$ cat src/rtl/deadband_gen.sv
module deadband_gen #(
  parameter int PW = 8
) (
  input  logic          clk,
  input  logic          rst_n,
  input  logic          en,
  input  logic          ref_in,
  input  logic          kill,
  input  logic [1:0]    kill_mode,
  input  logic [PW-1:0] period,
  output logic          ph1,
  output logic          ph2,
  output logic          irq,
  output logic          cfg_err
);

  logic          ref_q, en_q, run, hold;
  logic [PW-1:0] cnt;
  logic          start, zero_p, latch_mode, gate, live;

  assign zero_p     = (period == '0);
  assign start      = en && (!en_q || (ref_in != ref_q));
  assign latch_mode = (kill_mode == 2'b01) || (kill_mode == 2'b10);
  assign gate       = kill || (latch_mode && hold);
  assign live       = en && en_q && !zero_p && !run && !gate;

  always_ff @(posedge clk or negedge rst_n) begin
    if (!rst_n) begin
      ref_q <= 1'b0;
      en_q  <= 1'b0;
      run   <= 1'b0;
      hold  <= 1'b0;
      cnt   <= '0;
    end else if (!en) begin
      ref_q <= ref_in;
      en_q  <= 1'b0;
      run   <= 1'b0;
      hold  <= 1'b0;
      cnt   <= '0;
    end else begin
      ref_q <= ref_in;
      en_q  <= 1'b1;
      if (start) begin
        cnt <= period;
        run <= 1'b1;
      end else if (run) begin
        if (cnt == '0) run <= 1'b0;
        else           cnt <= cnt - 1'b1;
      end
      case (kill_mode)
        2'b01:   if (kill) hold <= 1'b1; else if (start) hold <= 1'b0;
        2'b10:   if (kill) hold <= 1'b1;
        default: hold <= 1'b0;
      endcase
    end
  end

  assign ph1     = live && ref_q;
  assign ph2     = live && !ref_q;
  assign irq     = ph1;
  assign cfg_err = en && zero_p;

endmodule


$ cat config.mk
export PLATFORM = sky130hd
export DESIGN_NAME = deadband_gen
export DESIGN_NICKNAME = d
export VERILOG_FILES = /design/src/rtl/deadband_gen.sv
export SDC_FILE = /design/constraint.sdc
export NUM_CORES = 1
export LEC_CHECK = 0
export BUFFER_PORTS_ARGS = -buffer_cell sky130_fd_sc_hd__clkbuf_2
export CAP_MARGIN = 10
export CORE_MARGIN = 3
export CORE_UTILIZATION = 51
export DETAILED_ROUTE_END_ITERATION = 6
export PLACE_DENSITY = 0.77
export SLEW_MARGIN = 5
export SYNTH_ARGS = -nofsm -noshare
export SYNTH_HDL_FRONTEND = slang
export SYNTH_SLANG_ARGS = --single-unit
$ cat constraint.sdc
create_clock -name clk -period 2.7 [get_ports clk]
set_input_delay 0.27 -clock clk [delete_from_list [all_inputs] [get_ports clk]]
set_output_delay 0.27 -clock clk [all_outputs]
set_load 0.01 [all_outputs]
After elaboration in Yosys (flattened, before gate mapping)
Cells that the tools add are included.

Add/sub/neg operators: 1. Reduce and logical (&&, ||, !) cells: 21. Eq/ne operators: 7. Muxes and demuxes: 14.

Operator list (count): 2-to-1 mux 8 bit (4); zero test 8 bit (2); logical AND 1 bit (9); 2-to-1 mux 1 bit (9); subtractor 8 x 1 -> 8 bit, second input constant (1); != test 3 bit, second input constant (2); zero test 1 bit (5); != test 4 bit, second input constant (1); AND reduction 2 bit (2); logical OR 1 bit (3); != test 3 x 1 -> 1 bit, second input constant (1); == test 2 x 1 -> 1 bit, second input constant (1); == test 2 bit, second input constant (1); case mux 1 bit (2 select lines) (1); != test 1 bit (1).

Output and inout bits: 4. Logic and storage cells: 48. Flip-flop bits (word level): 12. Bits of input ports: 15.

Longest topological paths before layout
Depth in word-level cells: 7. Depth in mapped cells: 6. Depth with buffers taken out: 6.

Worst setup path before layout
OpenSTA, ideal clock, no wires.

Path kind: input-to-output. Start point: in kill_mode[0]. End point: out ph1. Arrival: 1.451 ns. Setup slack: 0.979 ns. Stages: 6. Path buffers: 1. Data required time: 2.430 ns. Path through: inv_1 -> ha_1 -> inv_1 -> a2111oi_0 -> and3_1 -> buf_4.

Word-level cells in the longest chain between the ends: 7. Elaborated cells between the ends (all ways): 8. Those cells by class: 2 x eq/ne; 6 x reduce/logical.

Ends and longest elaborated chain: start, declared (RTL line 9) `input logic [1:0] kill_mode,`; == test 2 x 1 -> 1 bit or == test 2 bit (tied branches) (RTL line 23) `assign latch_mode = (kill_mode == 2'b01) || (kill_mode == 2'b10);`; logical OR 1 bit (*) (RTL line 23); logical AND 1 bit (*) (RTL line 24) `assign gate = kill || (latch_mode && hold);`; logical OR 1 bit (*) (RTL line 24); zero test 1 bit (*) (RTL line 25) `assign live = en && en_q && !zero_p && !run && !gate;`; logical AND 1 bit (*) (RTL line 25); logical AND 1 bit (*) (RTL line 58) `assign ph1 = live && ref_q;`; end, declared (RTL line 11) `output logic ph1,`.

Every way passes the cells marked *; elsewhere a longest branch is shown, timed or not.

Final worst setup path
Ends and elaborated chain as after synthesis.

==> results.sh <==
export IMPL_status="completed"
export IMPL_drv_cap=0
export IMPL_ff_latch_area_sq_um=300
export IMPL_dp_hpwl_microns=1310
export IMPL_die_h_microns=44.3
export IMPL_avgSynthCellArea_sq_um=8.79
export IMPL_yosys_warnings=0
export IMPL_switching_share=0.298
export IMPL_skew_ns=0.00303
export IMPL_path_clk_slew_ns=0.07
export IMPL_clkPwrFrac=0.254
export IMPL_end_kind="output pin"
export IMPL_tns_ns=0
export IMPL_leakage_nw=0.422
export IMPL_dr_total_vias=713
export IMPL_pwr_share_comb=0.233
export IMPL_async_flop_share=1.00
export IMPL_timing_rr_start="cnt[0]"
export IMPL_rsz0062_at_grt="false"
export IMPL_antenna_cells=0
export IMPL_slew_limit_headroom=0.671
export IMPL_ant_nets=0
export IMPL_synthesis_area_sq_um=747
export IMPL_grt_pass1_wl_microns=2730
export IMPL_io_pins=19
export IMPL_tightest_slew_ns=0.480
export IMPL_routedWlPerCell_microns=13.8
export IMPL_p_per_area_mw_per_mm2=471
export IMPL_clock_sinks=12
export IMPL_path_buf_inv=4
export IMPL_fin_nets=126
export IMPL_cts_tree="yes"
export IMPL_path_class="in -> out"
export IMPL_power_switching_uw=124
export IMPL_hp_class="in -> reg"
export IMPL_synth_top_area_cell="dfrtp_1"
export IMPL_rrSetupSlack_ns=0.90
export IMPL_cp_start_kind="primary input"
export IMPL_drc=0
export IMPL_synth_top_area_frac=0.402
export IMPL_initial_core_util=0.560
export IMPL_synthCells=85
export IMPL_rows=13
export IMPL_placed_cell_area_sq_um=848
export IMPL_cellInternalPower_uw=291
export IMPL_cts_htree_levels=1
export IMPL_multi_input_area_sq_um=413
export IMPL_ys_seq_area_frac=0.402
export IMPL_slowest_delay_ns=0.48
export IMPL_min_period_ns=1.85
export IMPL_yosysUniqueCellTypes=30
export IMPL_fmax_mhz=542
export IMPL_crit_slowest_cell="a2111oi_0"
export IMPL_grt_pass1_vias=648
export IMPL_setup_violations=0
export IMPL_arrival_ns=1.58
export IMPL_grt_max_degree=13
export IMPL_hold_depth=1
export IMPL_hp_start="ref_in"
export IMPL_cts_resized_gates=0
export IMPL_cts_root_buf="clkbuf_4"
export IMPL_vias_per_cell=5.89
export IMPL_gp_congestion=0.776
export IMPL_core_area_sq_mm=0.00133
export IMPL_drive_gt1_frac=0.245
export IMPL_synthesis_nets=103
export IMPL_area_growth_pct=17.9
export IMPL_drv_slew=0
export IMPL_track_usage=0.193
export IMPL_synth_main_ff_cell="dfrtp_1"
export IMPL_r2r_end="cnt[2]"
export IMPL_cts_buffers_inserted=3
export IMPL_fin_area_sq_um=881
export IMPL_dieArea_sq_mm=0.00196
export IMPL_crit_fanout=2
export IMPL_cp_cell_sequence="clkbuf_2 > inv_1 > ha_1 > inv_1 > a2111oi_0 > and3_1 > clkbuf_2"
export IMPL_fin_crit_sh=0.684
export IMPL_min_to="ref_q"
export IMPL_clk_latency_ns=0.27
export IMPL_yosys_register_bits=12
export IMPL_worst_ep_required_time_ns=2.43
export IMPL_hold_violations=0
export IMPL_p_seq_frac=0.513
export IMPL_routed_wirelength_microns=1670
export IMPL_port_buffers=18
export IMPL_netlist_top_cells_area="dfrtp_1 (40%), nand2_1 (6.5%), a21oi_1 (5.4%)"
export IMPL_die_w_microns=44.3
export IMPL_synthTopCellsByCount="nand2_1 (13), dfrtp_1 (12), a21oi_1 (8)"
export IMPL_clk_path_buf_depth=2
export IMPL_synth_edff_count=0
export IMPL_ff2ff_path_depth=6
export IMPL_grt_overflow_total=0
export IMPL_antenna_found_initial=0
export IMPL_post_synth_top_count_cell="nand2_1"
export IMPL_fill_cells=115
export IMPL_vdd_ir_drop_max_v=0.000388
export IMPL_drtIter0Drc=16
export IMPL_drt_pass1_iterations=4
export IMPL_cp_top_family="compound AO/OA/AOI/OAI gates"
## registers in the layout, summed over array words and instances, names as in the netlist
signal	cells
run	1
en_q	1
ref_q	1
cnt	8
hold	1
## worst max-delay path by stage
stage	to	start	depth (start not counted)	slack (ns)
final	ph1	kill_mode[0]	7	0.85
after global routing	cnt[2]	cnt[0]	6	0.73
after CTS	ph1	kill_mode[0]	7	0.84
after detailed placement	ph1	kill_mode[0]	7	0.85
after global placement	ph1	kill_mode[0]	7	0.91
after floorplan	ph1	kill_mode[0]	6	0.98
## layer usage
metal	routed length, microns	track usage	vias to the layer above
li1	-	-	353
met5	0	0	-
met4	29	0.108	0
met1	754	0.239	328
met2	759	0.299	28
met3	127	0.0528	4
## cell usage in the layout, fill, tap and decap left out, types with 2 or more instances in the layout
| cell | synthesis | routed |
|---|---|---|
| inv_1 | 7 | 7 |
| nor3_1 | 3 | 3 |
| nor2_1 | 6 | 6 |
| o21ai_0 | 3 | 3 |
| nor4_1 | 2 | 2 |
| nand2_1 | 13 | 13 |
| a2bb2oi_1 | 2 | 2 |
| a21oi_1 | 8 | 8 |
| dfrtp_1 | 12 | 12 |
| and3_1 | 2 | 2 |
| clkbuf_4 | 0 | 3 |
| o21ai_1 | 3 | 3 |
| mux2i_1 | 3 | 3 |
| ha_1 | 3 | 3 |
| clkbuf_2 | 0 | 18 |
| a31o_2 | 2 | 2 |
## stage by stage
step | instances | total power [mW] | utilization | worst slack, ns | hold slack, ns
2_1_floorplan | 85 | 0.277 | - | 0.979 | -0.0256
3_3_place_gp | 117 | 0.308 | 0.636 | 0.907 | 0.174
3_5_place_dp | 117 | 0.311 | 0.636 | 0.845 | 0.171
4_1_cts | 121 | 0.418 | 0.660 | 0.835 | 0.136
5_1_grt | 121 | 0.442 | 0.660 | 0.733 | 0.128
6_report | 121 | 0.415 | 0.660 | 0.854 | 0.146
## power by group through the flow
| stage | logic [mW] | clock network, mW | registers [mW] |
|---|---|---|---|
| 6_report | 0.0967 | 0.106 | 0.213 |
| 5_1_grt | 0.109 | 0.119 | 0.215 |
| 4_1_cts | 0.0973 | 0.109 | 0.212 |
| 3_5_place_dp | 0.0954 | 0 | 0.216 |
| 3_3_place_gp | 0.0926 | 0 | 0.215 |
| 2_1_floorplan | 0.0661 | 0 | 0.211 |
## final cells by class
class,instances,area share
multi-input combinational,65,0.469
sequential,12,0.341
timing repair buffer,19,0.114
inverter,7,0.0298
clock buffer,3,0.0256
tap,15,0.0213
## what timing repair did
item / 4_1_cts / 5_1_grt
setup buffers: 0 / 0
hold buffers: 1 / 0
endpoints found under the hold margin: 12 / 0
## worst reg2reg max path: cells and delay by family (launching register included)
kind	cells	cell delay, ns
compound gates	2	0.44
buf+inv	1	0.07
fa+ha+maj	1	0.25
flops	1	0.41
simple gates	2	0.52
## kinds of logic after synthesis
| family | share of synthesized area |
|---|---|
| AOI/OAI and AO/OA | 0.209 |
| xor gates and xnor gates | 0.0117 |
| DFF | 0.402 |
| muxes | 0.0402 |
| buffers and inverters | 0.0452 |
| adders and majority gates | 0.0503 |
| and+or+nand+nor | 0.241 |
No activity file was read; power rests on OpenSTA's default activity.
